## config.mk

```make
export PLATFORM = sky130hd
export DESIGN_NAME = trap_seq
export DESIGN_NICKNAME = d
export VERILOG_FILES = /design/src/rtl/trap_pkg.sv /design/src/rtl/trap_arb.sv /design/src/rtl/trap_vec.sv /design/src/rtl/trap_seq.sv
export SDC_FILE = /design/constraint.sdc
export NUM_CORES = 1
export LEC_CHECK = 0
export BUFFER_PORTS_ARGS = -buffer_cell sky130_fd_sc_hd__buf_2
export CAP_MARGIN = 0
export CELL_PAD_IN_SITES_DETAIL_PLACEMENT = 0
export CELL_PAD_IN_SITES_GLOBAL_PLACEMENT = 2
export CORE_UTILIZATION = 35
export DETAILED_ROUTE_END_ITERATION = 6
export PLACE_DENSITY_LB_ADDON = 0.1
export SYNTH_ARGS = -nofsm -noshare
export SYNTH_HDL_FRONTEND = slang
export SYNTH_SLANG_ARGS = --single-unit
```

## constraint.sdc

```tcl
create_clock -name clk -period 4.05 [get_ports clk]
set_input_delay 0.405 -clock clk [delete_from_list [all_inputs] [get_ports clk]]
set_output_delay 0.405 -clock clk [all_outputs]
set_load 0.1 [all_outputs]
```

## src/rtl/trap_pkg.sv

```systemverilog
package trap_pkg;

    localparam int WORD_W    = 32;
    localparam int NUM_SAVED = 5;
    localparam int NUM_KIND  = 8;
    localparam int SLOT_W    = $clog2(NUM_SAVED);
    localparam int MODE_W    = 5;

    // status word bit positions
    localparam int BIT_I   = 7;
    localparam int BIT_F   = 6;
    localparam int BIT_T   = 5;
    localparam int FLAG_LO = 27;

    // the value is the vector slot number (offset = value * 4)
    typedef enum logic [2:0] {
        EX_RST  = 3'd0,
        EX_UND  = 3'd1,
        EX_SWI  = 3'd2,
        EX_PABT = 3'd3,
        EX_DABT = 3'd4,
        EX_RSVD = 3'd5,
        EX_IRQ  = 3'd6,
        EX_FIQ  = 3'd7
    } exc_kind_e;

    localparam logic [MODE_W-1:0] M_USR = 5'b10000;
    localparam logic [MODE_W-1:0] M_FIQ = 5'b10001;
    localparam logic [MODE_W-1:0] M_IRQ = 5'b10010;
    localparam logic [MODE_W-1:0] M_SVC = 5'b10011;
    localparam logic [MODE_W-1:0] M_ABT = 5'b10111;
    localparam logic [MODE_W-1:0] M_UND = 5'b11011;
    localparam logic [MODE_W-1:0] M_SYS = 5'b11111;

    typedef struct packed {
        logic              hit;
        logic [SLOT_W-1:0] idx;
    } slot_t;

    function automatic slot_t saved_slot(input logic [MODE_W-1:0] m);
        slot_t s;
        s.hit = 1'b1;
        unique case (m)
            M_FIQ:   s.idx = SLOT_W'(0);
            M_IRQ:   s.idx = SLOT_W'(1);
            M_SVC:   s.idx = SLOT_W'(2);
            M_ABT:   s.idx = SLOT_W'(3);
            M_UND:   s.idx = SLOT_W'(4);
            default: begin s.hit = 1'b0; s.idx = '0; end
        endcase
        return s;
    endfunction

    typedef struct packed {
        logic [NUM_SAVED-1:0][WORD_W-1:0] spsr;
        logic [WORD_W-1:0]                cpsr;
        logic [WORD_W-1:0]                pc;
        logic [WORD_W-1:0]                lr;
        logic                             pc_load;
        logic                             lr_we;
    } seq_state_t;

endpackage

```

## src/rtl/trap_arb.sv

```systemverilog
module trap_arb
    import trap_pkg::*;
#(
    parameter int PRIO_N = 7
) (
    input  logic [NUM_KIND-1:0] req,
    output logic                valid,
    output exc_kind_e           kind
);

    // rank 0 is the most urgent
    function automatic exc_kind_e rank_kind(input int r);
        case (r)
            0:       return EX_RST;
            1:       return EX_DABT;
            2:       return EX_FIQ;
            3:       return EX_IRQ;
            4:       return EX_PABT;
            5:       return EX_UND;
            default: return EX_SWI;
        endcase
    endfunction

    always_comb begin
        valid = 1'b0;
        kind  = EX_RST;
        for (int r = PRIO_N - 1; r >= 0; r--) begin
            if (req[int'(rank_kind(r))]) begin
                valid = 1'b1;
                kind  = rank_kind(r);
            end
        end
    end

endmodule

```

## src/rtl/trap_vec.sv

```systemverilog
module trap_vec
    import trap_pkg::*;
#(
    parameter logic [WORD_W-1:0] HI_BASE = 32'hFFFF_0000
) (
    input  exc_kind_e          kind,
    input  logic               hivec,
    output logic [WORD_W-1:0]  vec_addr,
    output logic [MODE_W-1:0]  tgt_mode,
    output logic               set_f
);

    localparam int OFS_W = $bits(exc_kind_e) + 2;

    always_comb begin
        vec_addr = (hivec ? HI_BASE : '0) | WORD_W'({kind, 2'b00});
        set_f    = (kind == EX_RST) || (kind == EX_FIQ);
        unique case (kind)
            EX_RST, EX_SWI:   tgt_mode = M_SVC;
            EX_PABT, EX_DABT: tgt_mode = M_ABT;
            EX_UND:           tgt_mode = M_UND;
            EX_IRQ:           tgt_mode = M_IRQ;
            EX_FIQ:           tgt_mode = M_FIQ;
            default:          tgt_mode = M_SVC;
        endcase
    end

    initial assert (OFS_W < WORD_W);

endmodule

```

## src/rtl/trap_seq.sv

```systemverilog
module trap_seq
    import trap_pkg::*;
#(
    parameter logic [WORD_W-1:0] HI_BASE = 32'hFFFF_0000
) (
    input  logic              clk,
    input  logic              rst_n,
    input  logic              req_rst,
    input  logic              req_und,
    input  logic              req_swi,
    input  logic              req_pabt,
    input  logic              req_dabt,
    input  logic              req_irq,
    input  logic              req_fiq,
    input  logic              hivec,
    input  logic [31:0]       cur_pc,
    input  logic              ret_req,
    input  logic [31:0]       lr_in,
    input  logic              sr_wr_en,
    input  logic              sr_wr_spsr,
    input  logic [31:0]       sr_wr_data,
    output logic [31:0]       pc_out,
    output logic              pc_load,
    output logic [31:0]       lr_out,
    output logic              lr_we,
    output logic [4:0]        mode_out,
    output logic              irq_mask,
    output logic              fiq_mask,
    output logic              thumb,
    output logic [31:0]       cpsr_out,
    output logic [31:0]       spsr_out
);

    localparam logic [WORD_W-1:0] RESET_CPSR =
        WORD_W'((1 << BIT_I) | (1 << BIT_F)) | WORD_W'(M_SVC);

    seq_state_t st_d, st_q;

    logic [NUM_KIND-1:0] eff_req;
    logic                grant_vld;
    exc_kind_e           grant_kind;
    logic [WORD_W-1:0]   vec_addr;
    logic [MODE_W-1:0]   tgt_mode;
    logic                tgt_set_f;
    slot_t               cur_slot;
    slot_t               tgt_slot;

    // masked interrupts never reach the arbiter
    always_comb begin
        eff_req                = '0;
        eff_req[int'(EX_RST)]  = req_rst;
        eff_req[int'(EX_UND)]  = req_und;
        eff_req[int'(EX_SWI)]  = req_swi;
        eff_req[int'(EX_PABT)] = req_pabt;
        eff_req[int'(EX_DABT)] = req_dabt;
        eff_req[int'(EX_IRQ)]  = req_irq & ~st_q.cpsr[BIT_I];
        eff_req[int'(EX_FIQ)]  = req_fiq & ~st_q.cpsr[BIT_F];
    end

    trap_arb u_arb (
        .req   (eff_req),
        .valid (grant_vld),
        .kind  (grant_kind)
    );

    trap_vec #(.HI_BASE(HI_BASE)) u_vec (
        .kind     (grant_kind),
        .hivec    (hivec),
        .vec_addr (vec_addr),
        .tgt_mode (tgt_mode),
        .set_f    (tgt_set_f)
    );

    assign cur_slot = saved_slot(st_q.cpsr[MODE_W-1:0]);
    assign tgt_slot = saved_slot(tgt_mode);

    always_comb begin
        st_d         = st_q;
        st_d.pc_load = 1'b0;
        st_d.lr_we   = 1'b0;
        if (grant_vld) begin
            st_d.spsr[tgt_slot.idx]      = st_q.cpsr;
            st_d.cpsr[MODE_W-1:0]        = tgt_mode;
            st_d.cpsr[BIT_T]             = 1'b0;
            st_d.cpsr[BIT_I]             = 1'b1;
            if (tgt_set_f) st_d.cpsr[BIT_F] = 1'b1;
            st_d.pc                      = vec_addr;
            st_d.lr                      = cur_pc;
            st_d.pc_load                 = 1'b1;
            st_d.lr_we                   = 1'b1;
        end else if (ret_req && cur_slot.hit) begin
            st_d.cpsr    = st_q.spsr[cur_slot.idx];
            st_d.pc      = lr_in;
            st_d.pc_load = 1'b1;
        end else if (sr_wr_en) begin
            if (!sr_wr_spsr) begin
                if (st_q.cpsr[MODE_W-1:0] == M_USR)
                    st_d.cpsr[WORD_W-1:FLAG_LO] = sr_wr_data[WORD_W-1:FLAG_LO];
                else
                    st_d.cpsr = sr_wr_data;
            end else if (cur_slot.hit) begin
                st_d.spsr[cur_slot.idx] = sr_wr_data;
            end
        end
    end

    always_ff @(posedge clk or negedge rst_n) begin
        if (!rst_n) begin
            st_q         <= '0;
            st_q.cpsr    <= RESET_CPSR;
        end else begin
            st_q <= st_d;
        end
    end

    assign pc_out   = st_q.pc;
    assign pc_load  = st_q.pc_load;
    assign lr_out   = st_q.lr;
    assign lr_we    = st_q.lr_we;
    assign mode_out = st_q.cpsr[MODE_W-1:0];
    assign irq_mask = st_q.cpsr[BIT_I];
    assign fiq_mask = st_q.cpsr[BIT_F];
    assign thumb    = st_q.cpsr[BIT_T];
    assign cpsr_out = st_q.cpsr;
    assign spsr_out = cur_slot.hit ? st_q.spsr[cur_slot.idx] : '0;

    AST_LINK_WITH_LOAD: assert property (@(posedge clk) disable iff (!rst_n)
        lr_we |-> pc_load);

    AST_ENTRY_STATE: assert property (@(posedge clk) disable iff (!rst_n)
        lr_we |-> (!thumb && irq_mask &&
                   (mode_out == M_FIQ || mode_out == M_IRQ || mode_out == M_SVC ||
                    mode_out == M_ABT || mode_out == M_UND)));

    AST_SAVED_CAPTURE: assert property (@(posedge clk) disable iff (!rst_n)
        $rose(lr_we) |-> spsr_out == $past(cpsr_out));

    AST_VEC_ALIGN: assert property (@(posedge clk) disable iff (!rst_n)
        lr_we |-> (pc_out[1:0] == 2'b00 &&
                   (pc_out[31:5] == '0 || pc_out[31:5] == HI_BASE[31:5])));

    AST_USER_FLAGS_ONLY: assert property (@(posedge clk) disable iff (!rst_n)
        (mode_out == M_USR) |=> (lr_we || cpsr_out[26:0] == $past(cpsr_out[26:0])));

    AST_MASKED_QUIET: assert property (@(posedge clk) disable iff (!rst_n)
        (irq_mask && fiq_mask && !req_rst && !req_und && !req_swi &&
         !req_pabt && !req_dabt) |=> !lr_we);

endmodule

```

Word-level counts from Yosys, hierarchy flattened
Cells that the tools add are included.
{"block": "classes", "addsub": 0, "n_mul": 0, "div_mod_pow": 0, "order_cmp": 4, "n_eq_ne": 21, "n_shift": 0, "n_mux": 42, "bitwise": 6, "reduce_logical": 18}
{"op": "$mux W160", "count": 4}
{"op": "$bwmux W160", "count": 2}
{"op": "$mux W32", "count": 8}
{"op": "$demux W32 S3", "count": 2}
{"op": "$mux W192", "count": 1}
{"op": "$bmux W32 S3", "count": 1}
{"op": "$eq A5 B5 Y1 const B", "count": 10}
{"op": "$mux W40", "count": 1}
{"op": "$or A32 B5 Y32", "count": 1}
{"op": "$mux W27", "count": 1}
{"op": "$pmux W3 S4", "count": 2}
{"op": "$mux W3", "count": 6}
{"op": "$pmux W4 S4", "count": 1}
{"op": "$mux W1", "count": 12}
{"op": "$reduce_and A4 Y1", "count": 3}
{"op": "$reduce_bool A2 Y1", "count": 5}
{"op": "$eq A3 B3 Y1 const B", "count": 3}
{"op": "$lt A3 B4 Y1 const B", "count": 2}
{"op": "$ge A3 B1 Y1 const B", "count": 2}
{"op": "$reduce_and A3 Y1", "count": 2}
{"op": "$reduce_or A5 Y1", "count": 1}
{"op": "$ne A2 B1 Y1 const B", "count": 2}
{"op": "$ne A2 B2 Y1 const B", "count": 2}
{"op": "$eq A3 B1 Y1 const B", "count": 1}
{"op": "other kinds (11)", "count": 16}
{"block": "totals", "ff_bits": 258, "latch_bits": 0, "ramBits": 0, "romBits": 0, "inputBits": 109, "out_inout_bits": 138, "word_cells": 104, "mem_count": 0}

Depth between registers and ports, before layout
{"block": "depth", "ltp_word": 18, "mapped_depth": 12}

Modules after synthesis
A second synthesis with hierarchy kept.
{"block": "hier_totals", "cells_unflattened": 1416, "area_unflattened_um2": 14497.7}
{"mod": "trap_seq", "instances": 1, "cells_per_inst": 1363, "area_each_um2": 14127.3, "seq_area_each_um2": 6462.4}
{"mod": "trap_vec", "instances": 1, "cells_per_inst": 43, "area_each_um2": 304.0, "seq_area_each_um2": 0.0}
{"mod": "trap_arb", "instances": 1, "cells_per_inst": 10, "area_each_um2": 66.3, "seq_area_each_um2": 0.0}

Worst setup path before layout
No wires, ideal clock.
{"block": "synth_path", "kind": "register -> output", "from": "register st_q, in the netlist cpsr_out[0]", "to": "output port spsr_out[2]", "arrival_time_ns": 3.124, "required_ns": 3.645, "path_slack_ns": 0.521, "stages_incl_launch_ff": 7, "path_buffers": 2, "cell_sequence": "dfstp_2 > buf_2 > nand2_1 > nor3_1 > clkbuf_1 > a221oi_1 > a21oi_1"}
{"block": "synth_between", "elab_chain_cells": 5, "elab_cells_between_ends": 11, "cone_classes": "eq/ne (5); mux (5); reduce/logical (1)"}
{"element": "start, declared", "line_no": "trap_seq.sv:37", "text": "seq_state_t st_d, st_q;"}
{"element": "start signal, assigned", "line_no": "trap_seq.sv:112", "text": "st_q <= st_d;"}
{"element": "$eq A5 B5 Y1", "line_no": "trap_pkg.sv:43", "text": "unique case (m)"}
{"element": "$pmux W3 S4", "line_no": "trap_pkg.sv:43"}
{"element": "$bmux W32 S3", "line_no": "trap_seq.sv:125", "text": "assign spsr_out = cur_slot.hit ? st_q.spsr[cur_slot.idx] : '0;"}
{"element": "$mux W32 (implied by the code)", "line_no": "trap_seq.sv:125"}
{"element": "$mux W32 *", "line_no": "trap_seq.sv:125"}
{"element": "end, declared", "line_no": "trap_seq.sv:31", "text": "output logic [31:0] spsr_out"}
Mark *: on every way between the ends. The rest lies on a longest branch, timed or not. The select of a mux whose other input is x is not followed.

Worst setup path after layout
{"block": "layout_path", "from": "register st_q, in the netlist cpsr_out[0]", "to": "output port spsr_out[4]"}
The elaborated chain is that of the path after synthesis.

==> impl_metrics.csv <==
group,metric,value,unit
timing,whs,0.09226,ns
detailed_routing,drc,0,
layout,final_core_util,41.81,%
critical_path,crit_chain,"inv_1 -> maj3_1 -> or2_2 -> a211oi_1 -> nor2_1 -> buf_2",
worst_hold_path,holdPathStages,3,
grt,grt.overflow.total,0,
grt,antenna_found_initial,1,
cts,post_cts_buffers,0,
detailed_routing,wire_per_inst,23.27,um
power_and_ir_drop,ir_drop,0.6070,mV
yosys,synth_edf_count,0,
timing,drv_slew,0,
cts,cts_buffer_depth,3,
place,portBuffers,246,
floorplan,die_area,0.04042,mm^2
detailed_routing,vias,11560,
power_and_ir_drop,fin_total_pwr,9.739,mW
place,place_congestion,0.7732,
critical_path,startpoint_type,"register",
layout,syn2layout_area_growth,17.07,%
timing,hold_violations,0,
place,post_dp_cell_area,0.01505,mm^2
power_and_ir_drop,p_int,5.896,mW
power_and_ir_drop,switchingPower,3.843,mW
critical_path,critical_path_depth,6,
cts,cts_buffers,35,
power_and_ir_drop,power_leakage,7.282,nW
yosys,postSynth.asyncResetShare,100.0,%
layout,stdcell_area,0.01624,mm^2
detailed_routing,viasPerCell,5.622,
power_and_ir_drop,p_clk_share,32.1,%
floorplan,initial_core_util,35.72,%
power_and_ir_drop,p_comb_share,32.3,%
cts,htreeDepth,2,
layout,final_common_cell,"dfrtp_1",
timing,setup_slack,0.1518,ns
critical_path,endpoint_kind,"output port",
yosys,syn_nets,1517,
cts,numClockSinks,258,
detailed_routing,wl,47870,um
place,place_ws,0.7032,ns
place,dp_hpwl,28270,um
critical_path,crit_slowest_cell,"dfstp_2",
floorplan,ios,247,
timing,worstMarginPinSlew,1.105,ns
yosys,avgSynthCellArea,9.871,um^2
layout,nets,1626,
yosys,synth_area,0.01387,mm^2
yosys,yosysSeqAreaShare,46.60,%
critical_path,worstRegToRegCells,6,
timing,clock_skew,0.01846,ns
grt,grt_max_degree,103,
run,maxCapViolations,0,
yosys,yosysWarnings,0,
floorplan,fp-row-count,72,
cts,cts_root_buffer,"clkbuf_16",
layout,mostFrequentLayoutCells,"dfrtp_1, buf_2, nand2_1, a22o_1, mux2_2",
timing,relSlewSlack,26.08,%
timing,fin_crit,3.898,ns
status,status,"completed",
cts,cts_tree,"built",
grt,grt_pass1_wl,73910,um
critical_path,crit_buf_inv,2,
cts,cts.clk_slew.worst_paths,0.06,ns
detailed_routing,ant_nets,0,
power_and_ir_drop,p_sw_share,39.46,%
detailed_routing,drtPass1Iterations,7,
yosys,synth-seq-cells,258,
yosys,syn_inst,1405,
critical_path,critical_path_class,"register to output port",
power_and_ir_drop,p_per_area,599.9,mW/mm^2
timing,fin_crit_sh,96.25,%
grt,grtUsageTotal,23.57,%
worst_hold_path,hold_class,"input pin to register",
floorplan,dieWidth,201.1,um
detailed_routing,drt_iter0_drc,686,
yosys,ys.flop_type,"dfrtp_1",
timing,fmaxAchievable,0.2565,GHz
timing,setup_tns,0,ns
layout,drive_above_1_share,30.75,%
critical_path,critPathTopFamily,"simple AND/OR/NAND/NOR gates",
yosys,synth_cell_types,64,
cts,clk_latency,0.52,ns
grt,first_global_vias,11680,
critical_path,cp.arrival,3.49,ns
critical_path,crit_required,3.64,ns
floorplan,die_y,201.1,um
timing,rsz0062_at_grt,"false",
power_and_ir_drop,seq_power_share,35.6,%
timing,setup_viol,0,
layout,stdcell_count,2057,
floorplan,core-area,0.03883,mm^2
place,dp.cells,1994,
critical_path,worst-path-max-fanout,32,
critical_path,cpPeakStageDelay,0.69,ns
[synth_stat cells (all sizes together) (33+ instances only)]
master | count | area share, %
buf | 158 | 7.5
nand4 | 34 | 1.5
mux2 | 98 | 8.0
clkbuf | 61 | 1.7
a21oi | 39 | 1.4
dfrtp | 253 | 46
nor2 | 49 | 1.5
inv | 44 | 1.2
nand2 | 198 | 5.4
o22ai | 33 | 1.5
a22o | 113 | 7.1
a31oi | 53 | 2.5
o21ai | 45 | 1.7
a211oi | 48 | 2.6
[metal layers]
layer	wire [um]	track usage [%]	vias to the layer above	part of all wire, %
met5	0	0	-	0
met1	22370	33.69	5845	47
met3	2646	3.182	72	5.5
li1	-	-	5256	-
met4	1096	6.434	0	2.3
met2	21760	37.25	391	45
[worst min-delay path: stages]
cell and delay [ns]:
buf_2 0.08, nand2_1 0.04, nand2_1 0.05
[final timing paths]
check | startpoint | end | slack (ns)
worst max-delay path | cpsr_out[0]$_DFFE_PN1P_ | spsr_out[4] | 0.15
worst min-delay path | cur_pc[0] | lr_out[0]$_DFFE_PN0N_ | 0.09
worst max register to register | cpsr_out[4]$_DFFE_PN1P_ | pc_out[23]$_DFFE_PN0P_ | 0.83
worst min register to register | lr_out[4]$_DFFE_PN0N_ | lr_out[4]$_DFFE_PN0N_ | 0.46
max in group asynchronous | rst_n | st_q[129]$_DFFE_PN0P_ | 2.58
min in group asynchronous | rst_n | pc_out[21]$_DFFE_PN0P_ | 0.50
[flip-flops by register name, indices dropped and copies added (netlist names)]
name,cells
cpsr_out,32
lr_out,32
lr_we,1
pc_load,1
pc_out,32
st_q,160
[area by class of cell]
type | instances | area, um^2
fillers | 3857 | 22590
flip-flops and latches | 258 | 6462
multi-input cells | 884 | 6060
repair buffers | 291 | 1719
clock buffers | 50 | 1065
well taps | 518 | 648.1
inverters | 44 | 167.7
clock inverters | 11 | 111.4
diodes | 1 | 2.502
[logic make-up after synthesis]
family | Yosys count | share of synthesized area [%]
compound gates | 431 | 22.82
simple gates | 339 | 11.03
buf+inv | 263 | 10.38
flops | 258 | 46.60
mux | 110 | 8.824
fa+ha+maj | 4 | 0.3429
[power by group through the flow]
stage / registers, mW / logic [mW] / clock network, mW
6_report: 3.47 / 3.15 / 3.13
5_1_grt: 3.54 / 3.33 / 3.31
4_1_cts: 3.46 / 3.17 / 3.21
3_5_place_dp: 3.50 / 3.16 / 0
3_3_place_gp: 3.49 / 3.14 / 0
2_1_floorplan: 3.39 / 2.68 / 0
[what timing repair did]
item	in CTS	in global routing
gates resized for setup	0	0
hold buffers	1	0
endpoints found under the hold margin	76	0
Note: power is estimated with default switching activity, not from simulation.
